<file path="src/rtl/ppm_pkg.sv">
package ppm_pkg;

    // One-hot pin owner; exactly one bit set at all times
    typedef enum logic [3:0] {
        OWN_GPIO = 4'b0001,
        OWN_PHB  = 4'b0010,
        OWN_LPC  = 4'b0100,
        OWN_EXT  = 4'b1000
    } owner_e;

    localparam logic [1:0] MODE_EXT_ONLY = 2'd1;

endpackage

</file>
<file path="src/rtl/ppm_owner_sel.sv">
module ppm_owner_sel
    import ppm_pkg::*;
#(
    parameter int LPC_CH = 3
) (
    input  logic              clk,
    input  logic              rst_n,
    input  logic [1:0]        mode,
    input  logic              exp_en,
    input  logic [LPC_CH-1:0] lpc_en,
    input  logic              phb_en,
    output owner_e            owner_q
);

    typedef struct packed {
        owner_e owner;
    } sel_t;

    sel_t sel_d, sel_q;
    logic ext_req;
    logic lpc_req;

    always_comb begin
        ext_req = (mode == MODE_EXT_ONLY) || (mode[1] && exp_en);
        lpc_req = |lpc_en;
        sel_d   = sel_q;
        if (ext_req) begin
            sel_d.owner = OWN_EXT;
        end else if (lpc_req) begin
            sel_d.owner = OWN_LPC;
        end else if (phb_en) begin
            sel_d.owner = OWN_PHB;
        end else begin
            sel_d.owner = OWN_GPIO;
        end
    end

    always_ff @(posedge clk or negedge rst_n) begin
        if (!rst_n) begin
            sel_q.owner <= OWN_GPIO;
        end else begin
            sel_q <= sel_d;
        end
    end

    assign owner_q = sel_q.owner;

    AST_OWNER_ONEHOT: assert property (@(posedge clk) disable iff (!rst_n)
        $onehot(owner_q));
    AST_MODE1_EXT: assert property (@(posedge clk) disable iff (!rst_n)
        (mode == 2'd1) |=> (owner_q == OWN_EXT));
    AST_EXPANSION_EXT: assert property (@(posedge clk) disable iff (!rst_n)
        (mode[1] && exp_en) |=> (owner_q == OWN_EXT));
    AST_LPC_OVER_PHB: assert property (@(posedge clk) disable iff (!rst_n)
        (!ext_req && (lpc_en != '0)) |=> (owner_q == OWN_LPC));
    AST_PHB_OVER_GPIO: assert property (@(posedge clk) disable iff (!rst_n)
        (!ext_req && (lpc_en == '0) && phb_en) |=> (owner_q == OWN_PHB));

endmodule

</file>
<file path="src/rtl/ppm_gpio_regs.sv">
module ppm_gpio_regs #(
    parameter int PIN_W       = 8,
    parameter int SYNC_STAGES = 2
) (
    input  logic             clk,
    input  logic             rst_n,
    input  logic             cpu_wr,
    input  logic             cpu_addr,
    input  logic [PIN_W-1:0] cpu_wdata,
    input  logic [PIN_W-1:0] pin_in,
    output logic [PIN_W-1:0] dr_q,
    output logic [PIN_W-1:0] ddr_q,
    output logic [PIN_W-1:0] cpu_rdata
);

    localparam int LAST = SYNC_STAGES - 1;

    typedef struct packed {
        logic [PIN_W-1:0]                   dr;
        logic [PIN_W-1:0]                   ddr;
        logic [SYNC_STAGES-1:0][PIN_W-1:0]  sync;
    } regs_t;

    regs_t r_d, r_q;

    always_comb begin
        r_d = r_q;
        if (cpu_wr) begin
            if (cpu_addr) begin
                r_d.ddr = cpu_wdata;
            end else begin
                r_d.dr = cpu_wdata;
            end
        end
        r_d.sync[0] = pin_in;
        for (int s = 1; s < SYNC_STAGES; s++) begin
            r_d.sync[s] = r_q.sync[s-1];
        end
    end

    always_ff @(posedge clk or negedge rst_n) begin
        if (!rst_n) begin
            r_q <= '0;
        end else begin
            r_q <= r_d;
        end
    end

    assign dr_q  = r_q.dr;
    assign ddr_q = r_q.ddr;

    always_comb begin
        if (cpu_addr) begin
            cpu_rdata = r_q.ddr;
        end else begin
            cpu_rdata = (r_q.dr & r_q.ddr) | (r_q.sync[LAST] & ~r_q.ddr);
        end
    end

    AST_DIR_WRITE: assert property (@(posedge clk) disable iff (!rst_n)
        (cpu_wr && cpu_addr) |=> (ddr_q == $past(cpu_wdata)));
    AST_DATA_WRITE: assert property (@(posedge clk) disable iff (!rst_n)
        (cpu_wr && !cpu_addr) |=> (dr_q == $past(cpu_wdata)));
    AST_REGS_HOLD: assert property (@(posedge clk) disable iff (!rst_n)
        !cpu_wr |=> ($stable(dr_q) && $stable(ddr_q)));

endmodule

</file>
<file path="src/rtl/ppm_pin_drive.sv">
module ppm_pin_drive
    import ppm_pkg::*;
#(
    parameter int PIN_W = 8
) (
    input  owner_e           owner,
    input  logic [PIN_W-1:0] dr,
    input  logic [PIN_W-1:0] ddr,
    input  logic [PIN_W-1:0] ext_oe,
    input  logic [PIN_W-1:0] ext_out,
    input  logic [PIN_W-1:0] lpc_oe,
    input  logic [PIN_W-1:0] lpc_out,
    input  logic [PIN_W-1:0] phb_oe,
    input  logic [PIN_W-1:0] phb_out,
    input  logic [PIN_W-1:0] pin_in,
    output logic [PIN_W-1:0] pin_oe,
    output logic [PIN_W-1:0] pin_out,
    output logic [PIN_W-1:0] ext_in,
    output logic [PIN_W-1:0] lpc_in,
    output logic [PIN_W-1:0] phb_in
);

    for (genvar p = 0; p < PIN_W; p++) begin : g_pin
        always_comb begin
            unique case (owner)
                OWN_EXT: begin
                    pin_oe[p]  = ext_oe[p];
                    pin_out[p] = ext_out[p];
                end
                OWN_LPC: begin
                    pin_oe[p]  = lpc_oe[p];
                    pin_out[p] = lpc_out[p];
                end
                OWN_PHB: begin
                    pin_oe[p]  = phb_oe[p];
                    pin_out[p] = phb_out[p];
                end
                default: begin
                    pin_oe[p]  = ddr[p];
                    pin_out[p] = dr[p] & ddr[p];
                end
            endcase
        end

        assign ext_in[p] = pin_in[p] & (owner == OWN_EXT);
        assign lpc_in[p] = pin_in[p] & (owner == OWN_LPC);
        assign phb_in[p] = pin_in[p] & (owner == OWN_PHB);
    end

endmodule

</file>
<file path="src/rtl/pin_func_mux.sv">
module pin_func_mux
    import ppm_pkg::*;
#(
    parameter int PIN_W       = 8,
    parameter int LPC_CH      = 3,
    parameter int SYNC_STAGES = 2
) (
    input  logic              clk,
    input  logic              rst_n,
    input  logic [1:0]        mode,
    input  logic              exp_en,
    input  logic [LPC_CH-1:0] lpc_en,
    input  logic              phb_en,
    input  logic              cpu_wr,
    input  logic              cpu_addr,
    input  logic [PIN_W-1:0]  cpu_wdata,
    output logic [PIN_W-1:0]  cpu_rdata,
    input  logic [PIN_W-1:0]  ext_oe,
    input  logic [PIN_W-1:0]  ext_out,
    output logic [PIN_W-1:0]  ext_in,
    input  logic [PIN_W-1:0]  lpc_oe,
    input  logic [PIN_W-1:0]  lpc_out,
    output logic [PIN_W-1:0]  lpc_in,
    input  logic [PIN_W-1:0]  phb_oe,
    input  logic [PIN_W-1:0]  phb_out,
    output logic [PIN_W-1:0]  phb_in,
    input  logic [PIN_W-1:0]  pin_in,
    output logic [PIN_W-1:0]  pin_oe,
    output logic [PIN_W-1:0]  pin_out
);

    owner_e           owner_q;
    logic [PIN_W-1:0] dr_q;
    logic [PIN_W-1:0] ddr_q;

    ppm_owner_sel #(
        .LPC_CH (LPC_CH)
    ) u_sel (
        .clk     (clk),
        .rst_n   (rst_n),
        .mode    (mode),
        .exp_en  (exp_en),
        .lpc_en  (lpc_en),
        .phb_en  (phb_en),
        .owner_q (owner_q)
    );

    ppm_gpio_regs #(
        .PIN_W       (PIN_W),
        .SYNC_STAGES (SYNC_STAGES)
    ) u_regs (
        .clk       (clk),
        .rst_n     (rst_n),
        .cpu_wr    (cpu_wr),
        .cpu_addr  (cpu_addr),
        .cpu_wdata (cpu_wdata),
        .pin_in    (pin_in),
        .dr_q      (dr_q),
        .ddr_q     (ddr_q),
        .cpu_rdata (cpu_rdata)
    );

    ppm_pin_drive #(
        .PIN_W (PIN_W)
    ) u_drive (
        .owner   (owner_q),
        .dr      (dr_q),
        .ddr     (ddr_q),
        .ext_oe  (ext_oe),
        .ext_out (ext_out),
        .lpc_oe  (lpc_oe),
        .lpc_out (lpc_out),
        .phb_oe  (phb_oe),
        .phb_out (phb_out),
        .pin_in  (pin_in),
        .pin_oe  (pin_oe),
        .pin_out (pin_out),
        .ext_in  (ext_in),
        .lpc_in  (lpc_in),
        .phb_in  (phb_in)
    );

    AST_GPIO_DIR_ON_PINS: assert property (@(posedge clk) disable iff (!rst_n)
        (owner_q == OWN_GPIO) |-> (pin_oe == ddr_q));
    AST_PERIPH_PINS_STABLE: assert property (@(posedge clk) disable iff (!rst_n)
        ((owner_q == OWN_PHB) && $stable(owner_q) && $stable(phb_oe) && $stable(phb_out))
        |-> ($stable(pin_oe) && $stable(pin_out)));
    AST_IDLE_INPUTS_ZERO: assert property (@(posedge clk) disable iff (!rst_n)
        (owner_q == OWN_GPIO) |-> ((ext_in | lpc_in | phb_in) == '0));

endmodule

</file>
<file path="config.mk">
export PLATFORM = sky130hd
export DESIGN_NAME = pin_func_mux
export DESIGN_NICKNAME = d
export VERILOG_FILES = /design/src/rtl/ppm_pkg.sv /design/src/rtl/ppm_owner_sel.sv /design/src/rtl/ppm_gpio_regs.sv /design/src/rtl/ppm_pin_drive.sv /design/src/rtl/pin_func_mux.sv
export SDC_FILE = /design/constraint.sdc
export NUM_CORES = 1
export LEC_CHECK = 0
export CELL_PAD_IN_SITES_DETAIL_PLACEMENT = 2
export CELL_PAD_IN_SITES_GLOBAL_PLACEMENT = 2
export CORE_ASPECT_RATIO = 1.4
export CORE_MARGIN = 2
export CORE_UTILIZATION = 21
export CTS_CLUSTER_DIAMETER = 60
export DETAILED_ROUTE_END_ITERATION = 16
export HOLD_SLACK_MARGIN = 0.03
export PLACE_DENSITY = 0.83
export SLEW_MARGIN = 20
export SYNTH_ARGS = -nofsm -noshare
export SYNTH_HDL_FRONTEND = slang
export SYNTH_SLANG_ARGS = --single-unit
</file>
<file path="constraint.sdc">
create_clock -name clk -period 2.4 [get_ports clk]
set_clock_uncertainty 0.2 [all_clocks]
set_input_delay 0.48 -clock clk [delete_from_list [all_inputs] [get_ports clk]]
set_output_delay 0.48 -clock clk [all_outputs]
set_load 0.02 [all_outputs]
</file>
==> flow_summary.yaml, run 1 <==
grt:
  overflow: 0
  grt_max_degree: 37
  grtUsageTotal_pct: 17.18
  antenna_found_initial: 0
  grt_pass1_vias: 2567
  grt_pass1_wl_um: 13920
synth:
  netlist_instances: 198
  yosys_warnings: 0
  yosysUniqueCellTypes: 31
  ys_seq_area_share_pct: 42.84
  synth-seq-cells: 36
  netlist_top_cells_area: "dfrtp_1, and2_1, nand3b_1"
  ys.flop_type: "dfrtp_1"
  yosys.area.top_type: "dfrtp_1"
  synth_common_cells: "dfrtp_1, and2_1, nand3b_1, o21ai_0"
  synth.avg_cell_area_um2: 10.64
  syn-num-nets: 273
  synth_area_mm2: 0.002106
  synth_edf_count: 0
  yosysTopAreaCellShare_pct: 41.59
  synth-async-reset-ratio_pct: 100.0
  synth_most_common_cell: "dfrtp_1"
drt:
  drt_first_pass_iters: 4
  drt_first_iter_violations: 60
  wl_um: 9093
  drt-vias-per-instance: 4.542
  wire_per_inst_um: 18.67
  antenna_left: 0
  drc: 0
  vias: 2212
cells_and_area:
  drive_gt1_share_pct: 36.93
  num-nets-final: 427
  fin_cells: 487
  area_delta_synth_final_pct: 85.80
  layout.area.seq_um2: 905.9
  n_fill_cell: 1043
  multi_input_comb_area_mm2: 0.001181
  n_antenna_cell: 0
die:
  row_count: 43
  die_w_um: 88.63
  num_io_pins: 123
  die-area_mm2: 0.01086
  core_area_mm2: 0.009846
  die_h_um: 122.5
  start_util_pct: 21.39
clock_network:
  cts_buffers: 5
  cts_sinks: 36
  clk-insertion-delay-late_ps: 270
  holdBufCountCts: 0
  root_buffer: "clkbuf_16"
  clk_path_buf_depth: 2
  cts_tree: "built"
  clk_transition_reported_paths_ps: 50
  htreeDepth: 2
power_and_ir_drop:
  switching_power_uw: 646.7
  powerDensity_mw_per_mm2: 539.6
  clkPwrFrac_pct: 29.0
  seq_power_share_pct: 34.7
  cellLeakagePower_uw: 0.001698
  combinationalPowerShare_pct: 36.4
  ir_worst_vdd_mv: 0.2303
  swShare_pct: 30.63
  p_int_uw: 1464
placement:
  portBuffers: 122
  routabilityCongestion: 0.7385
  dp_hpwl_um: 7006
  dpl.cell_count: 475
critical_path:
  worstPathMaxFanout: 6
  cpPeakStageDelay_ps: 440
  critPathKind: "register to primary output"
  crit_family: "compound AO/OA/AOI/OAI gates"
  cpMaxStageDelayCell: "dfrtp_2"
  critPathCaptureType: "primary output"
  crit_path_start_kind: "register"
  cp_num_buf_inv: 2
  required_ps: 1720
  r2r_slack_ps: 1330
  arrival_ps: 1850
  worstPathCellList: "and2b_4, o311ai_4, buf_12, a311o_1, buf_6"
timing:
  fmax_mhz: 394.6
  rsz0062_at_grt: "true"
  setup_viol: 20
  fin_ws_ps: -134.4
  whs_ps: 115.4
  timing.final.crit_share_pct: 105.6
  slew_viol_final: 0
  max-slew-margin-rel_pct: 42.97
  tightest_slew_ps: 855.5
  finalHoldViolCount: 0
  period_needed_ps: 2534
outcome:
  status: "finished, violations left"
  violations: "negative setup slack"
job:
  drv_cap: 0
min_path:
  hp-class: "input pin to async pin"
## per-stage QoR
| step | TNS [ps] | power [uW] | setup WS, ps | util, % | instance area [um^2] |
|---|---|---|---|---|---|
| after detailed placement | -12200 | 1489 | -463.8 | 37.44 | 3686 |
| after CTS | -1971 | 2138 | -199.0 | 39.71 | 3910 |
| after global placement | -8857 | 1461 | -387.0 | 37.44 | 3686 |
| after global routing | -2600 | 2213 | -165.9 | 39.74 | 3913 |
| final | -1258 | 2111 | -134.4 | 39.74 | 3913 |
| after floorplan | 0 | 1044 | 216.1 | - | 2106 |
## power groups by stage
stage / registers, uW / logic, uW / clock network (uW)
2_1_floorplan: 709 / 336 / 0
3_3_place_gp: 734 / 726 / 0
3_5_place_dp: 740 / 749 / 0
4_1_cts: 731 / 779 / 628
5_1_grt: 740 / 822 / 652
6_report: 732 / 768 / 612
## per-layer routing
metal,track usage (%),routed length (um)
met5,0,0
met4,3.504,95
met3,4.169,539
met2,32.98,4944
met1,18.57,3513
## sequential cells by signal (all words and copies together), names as in the netlist
signal / count
u_regs.ddr_q: 8
u_regs.dr_q: 8
u_regs.r_d: 8
u_regs.r_q: 8
u_sel.owner_q: 4
## cell type report
cell class / count / share of cell area, %
Timing Repair Buffer: 160 / 38.82
Tap cell: 135 / 4.317
Multi-Input combinational cell: 148 / 30.19
Inverter: 1 / 0.09594
Clock buffer: 6 / 3.294
Sequential cell: 36 / 23.15
Clock inverter: 1 / 0.1279
## cells by family after synthesis
group | count (synthesis) | synth area share (%)
buf+inv | 14 | 3.862
compound gates | 49 | 18.00
mux | 17 | 9.091
simple gates | 82 | 26.20
flops | 36 | 42.84
## cells in the final DEF (no fill, tap or decap), drive strengths merged, types with 7 or more instances in the layout
cell	Yosys	final
buf	6	82
clkbuf	7	7
nand3b	16	16
dfrtp	35	35
and2	32	32
o21ai	16	16
clkdlybuf4s50	0	73
a22o	8	8
a21oi	7	7
nand2b	7	7
a221o	8	8
a311o	8	8
mux2	17	17
and3	9	9
## path summary, 6_finish.rpt
check	startpoint	to	depth (start not counted)
max	u_sel.owner_q[2]	pin_out[4]	5
min	rst_n	u_regs.dr_q[6]	1
max reg2reg	u_regs.ddr_q[7]	u_regs.ddr_q[7]	1
min reg2reg	u_regs.r_d[8]	u_regs.r_q[8]	0
max in group asynchronous	rst_n	u_sel.owner_q[1]	1
min in group clk	u_regs.r_d[8]	u_regs.r_q[8]	0
## timing repair
action,in CTS,in global routing
gates resized for setup,246,42
buffers inserted,6,2
gates cloned,1,0
setup endpoints to repair,48,46
pin swaps,19,15
(Power assumes the default switching activity.)
==> run 2, diff against run 1 <==
Settings changed: SKIP_CTS_REPAIR_TIMING set to 1.
==> run 2 against run 1 <==
  * The flow still finishes with violations (negative setup slack)
  * Sequential power barely moved
  * Non-clock buffer count fell by 1
  * Worst hold slack got worse by 0.64 ps
  * Register-to-register slack barely moved
  * Cell count fell by 0.21%
  * Power barely moved
  * Global-route usage fell by 0.87 points
  * Count of clock-buffer cells in the layout did not move
==> flow_summary.yaml, run 2 (synthesized netlist as in run 1, its figures left out) <==
critical_path:
  r2r_slack_ps: 1330
  worstPathMaxFanout: 11
  arrival_ps: 1880
  required_ps: 1720
  worst_r2r_path_depth: 1
  crit_path_start_kind: "register"
  timing.rr.end: "u_regs.ddr_q[7]"
  rr_startpoint: "u_regs.ddr_q[7]"
  critPathKind: "register to primary output"
  critPathCaptureType: "primary output"
power_and_ir_drop:
  cellLeakagePower_uw: 0.001790
  powerDensity_mw_per_mm2: 530.0
  ir_worst_vdd_mv: 0.2387
  total_power_uw: 2113
outcome:
  violations: "negative setup slack"
  status: "finished, violations left"
placement:
  portBuffers: 122
  dpl_cell_area_mm2: 0.003686
  routabilityCongestion: 0.7385
  dp_hpwl_um: 7006
timing:
  rsz0062_at_grt: "true"
  fin_ws_ps: -158.6
  setup_viol: 29
  max-slew-margin-rel_pct: 43.37
  slew_viol_final: 0
  period_needed_ps: 2559
  tightest_slew_ps: 849.5
  whs_ps: 114.7
  fmax_mhz: 390.8
  timing.final.crit_share_pct: 106.6
  finalHoldViolCount: 0
cells_and_area:
  n_antenna_cell: 0
  stdcell_area_mm2: 0.003986
  final_common_cell: "clkdlybuf4s50_1"
  drive_gt1_share_pct: 37.89
  num-nets-final: 426
  area_delta_synth_final_pct: 89.30
  most-common-layout-cells: "clkdlybuf4s50_1, buf_6, dfrtp_1, and2_4, buf_4"
clock_network:
  htreeDepth: 2
  root_buffer: "clkbuf_16"
  cts_buffers: 5
  cts_tree: "built"
  clk_path_buf_depth: 2
  clk_transition_reported_paths_ps: 50
  clk-insertion-delay-late_ps: 270
  cts_sinks: 36
drt:
  drt-vias-per-instance: 4.514
  antenna_left: 0
  wire_per_inst_um: 18.76
  drt_first_iter_violations: 38
  drc: 0
  drt_first_pass_iters: 4
  wl_um: 9118
  vias: 2194
min_path:
  hp-class: "input pin to async pin"
grt:
  grt_max_degree: 37
  grt_pass1_vias: 2518
  grt_use_met1_pct: 17.69
  grt_pass1_wl_um: 13310
  grtUsageMet3_pct: 4.304
  busiest_layer: "met2"
  grtUsageTotal_pct: 16.31
  overflow: 0
  gr-usage-met2_pct: 31.11
  antenna_found_initial: 0
die:
  core_area_mm2: 0.009846
  row_count: 43
  die_h_um: 122.5
  die_w_um: 88.63
  start_util_pct: 21.39
  num_io_pins: 123
  die-area_mm2: 0.01086
job:
  drv_cap: 0
==> run 2: cell types whose count changed in the layout (fill, tap and decap cells not counted), sizes merged <==
cell           previous run  this run
buf                      82        73
clkbuf                    7        13
clkdlybuf4s15             3         0
dlygate4sd2               1         0
dlymetal6s2s              0         6
==> run 2: how the worst max path moves through the flow <==
| stage | endpoint | cells past startpoint | from |
|---|---|---|---|
| 3_3_place_gp | pin_out[5] | 5 | ext_out[5] |
| 4_1_cts | pin_out[2] | 6 | u_sel.owner_q[2] |
| 6_report | pin_out[2] | 5 | u_sel.owner_q[2] |
| 5_1_grt | pin_out[4] | 5 | u_sel.owner_q[2] |
| 3_5_place_dp | pin_out[5] | 5 | ext_out[5] |
| 2_1_floorplan | pin_out[6] | 5 | u_sel.owner_q[2] |
==> run 2: layer usage <==
layer,up-vias,part of all wire (%)
met3,7,5.7
met2,76,55
met1,1078,39
met4,0,0.75
li1,1033,-
met5,-,0
==> run 2: final cells by class <==
type	count	area, um^2
fillers	1046	5859
repair buffers	159	1569
multi-input cells	148	1205
flip-flops and latches	36	905.9
well taps	135	168.9
clock buffers	6	128.9
clock inverters	1	5.005
inverters	1	3.754
==> run 2: critical path, stage by stage, from the launching register on <==
cell	delay, ps
dfrtp_2	450
and2b_4	300
o311ai_4	130
buf_12	180
a311o_1	390
buf_6	150
==> run 2: per-stage QoR <==
stage	utilization (%)	TNS (ps)	setup slack [ps]	std cells
floorplan	-	0	216.1	198
global placement	37.44	-8857	-387.0	475
detailed placement	37.44	-12200	-463.8	475
CTS	38.80	-24330	-687.3	482
global route	40.49	-4081	-201.9	486
finish	40.49	-2340	-158.6	486
==> run 2: report_power, final <==
group	internal [uW]	switching, uW	total, uW
Sequential	666	66.9	732
Clock	377	234	611
Combinational	425	344	770
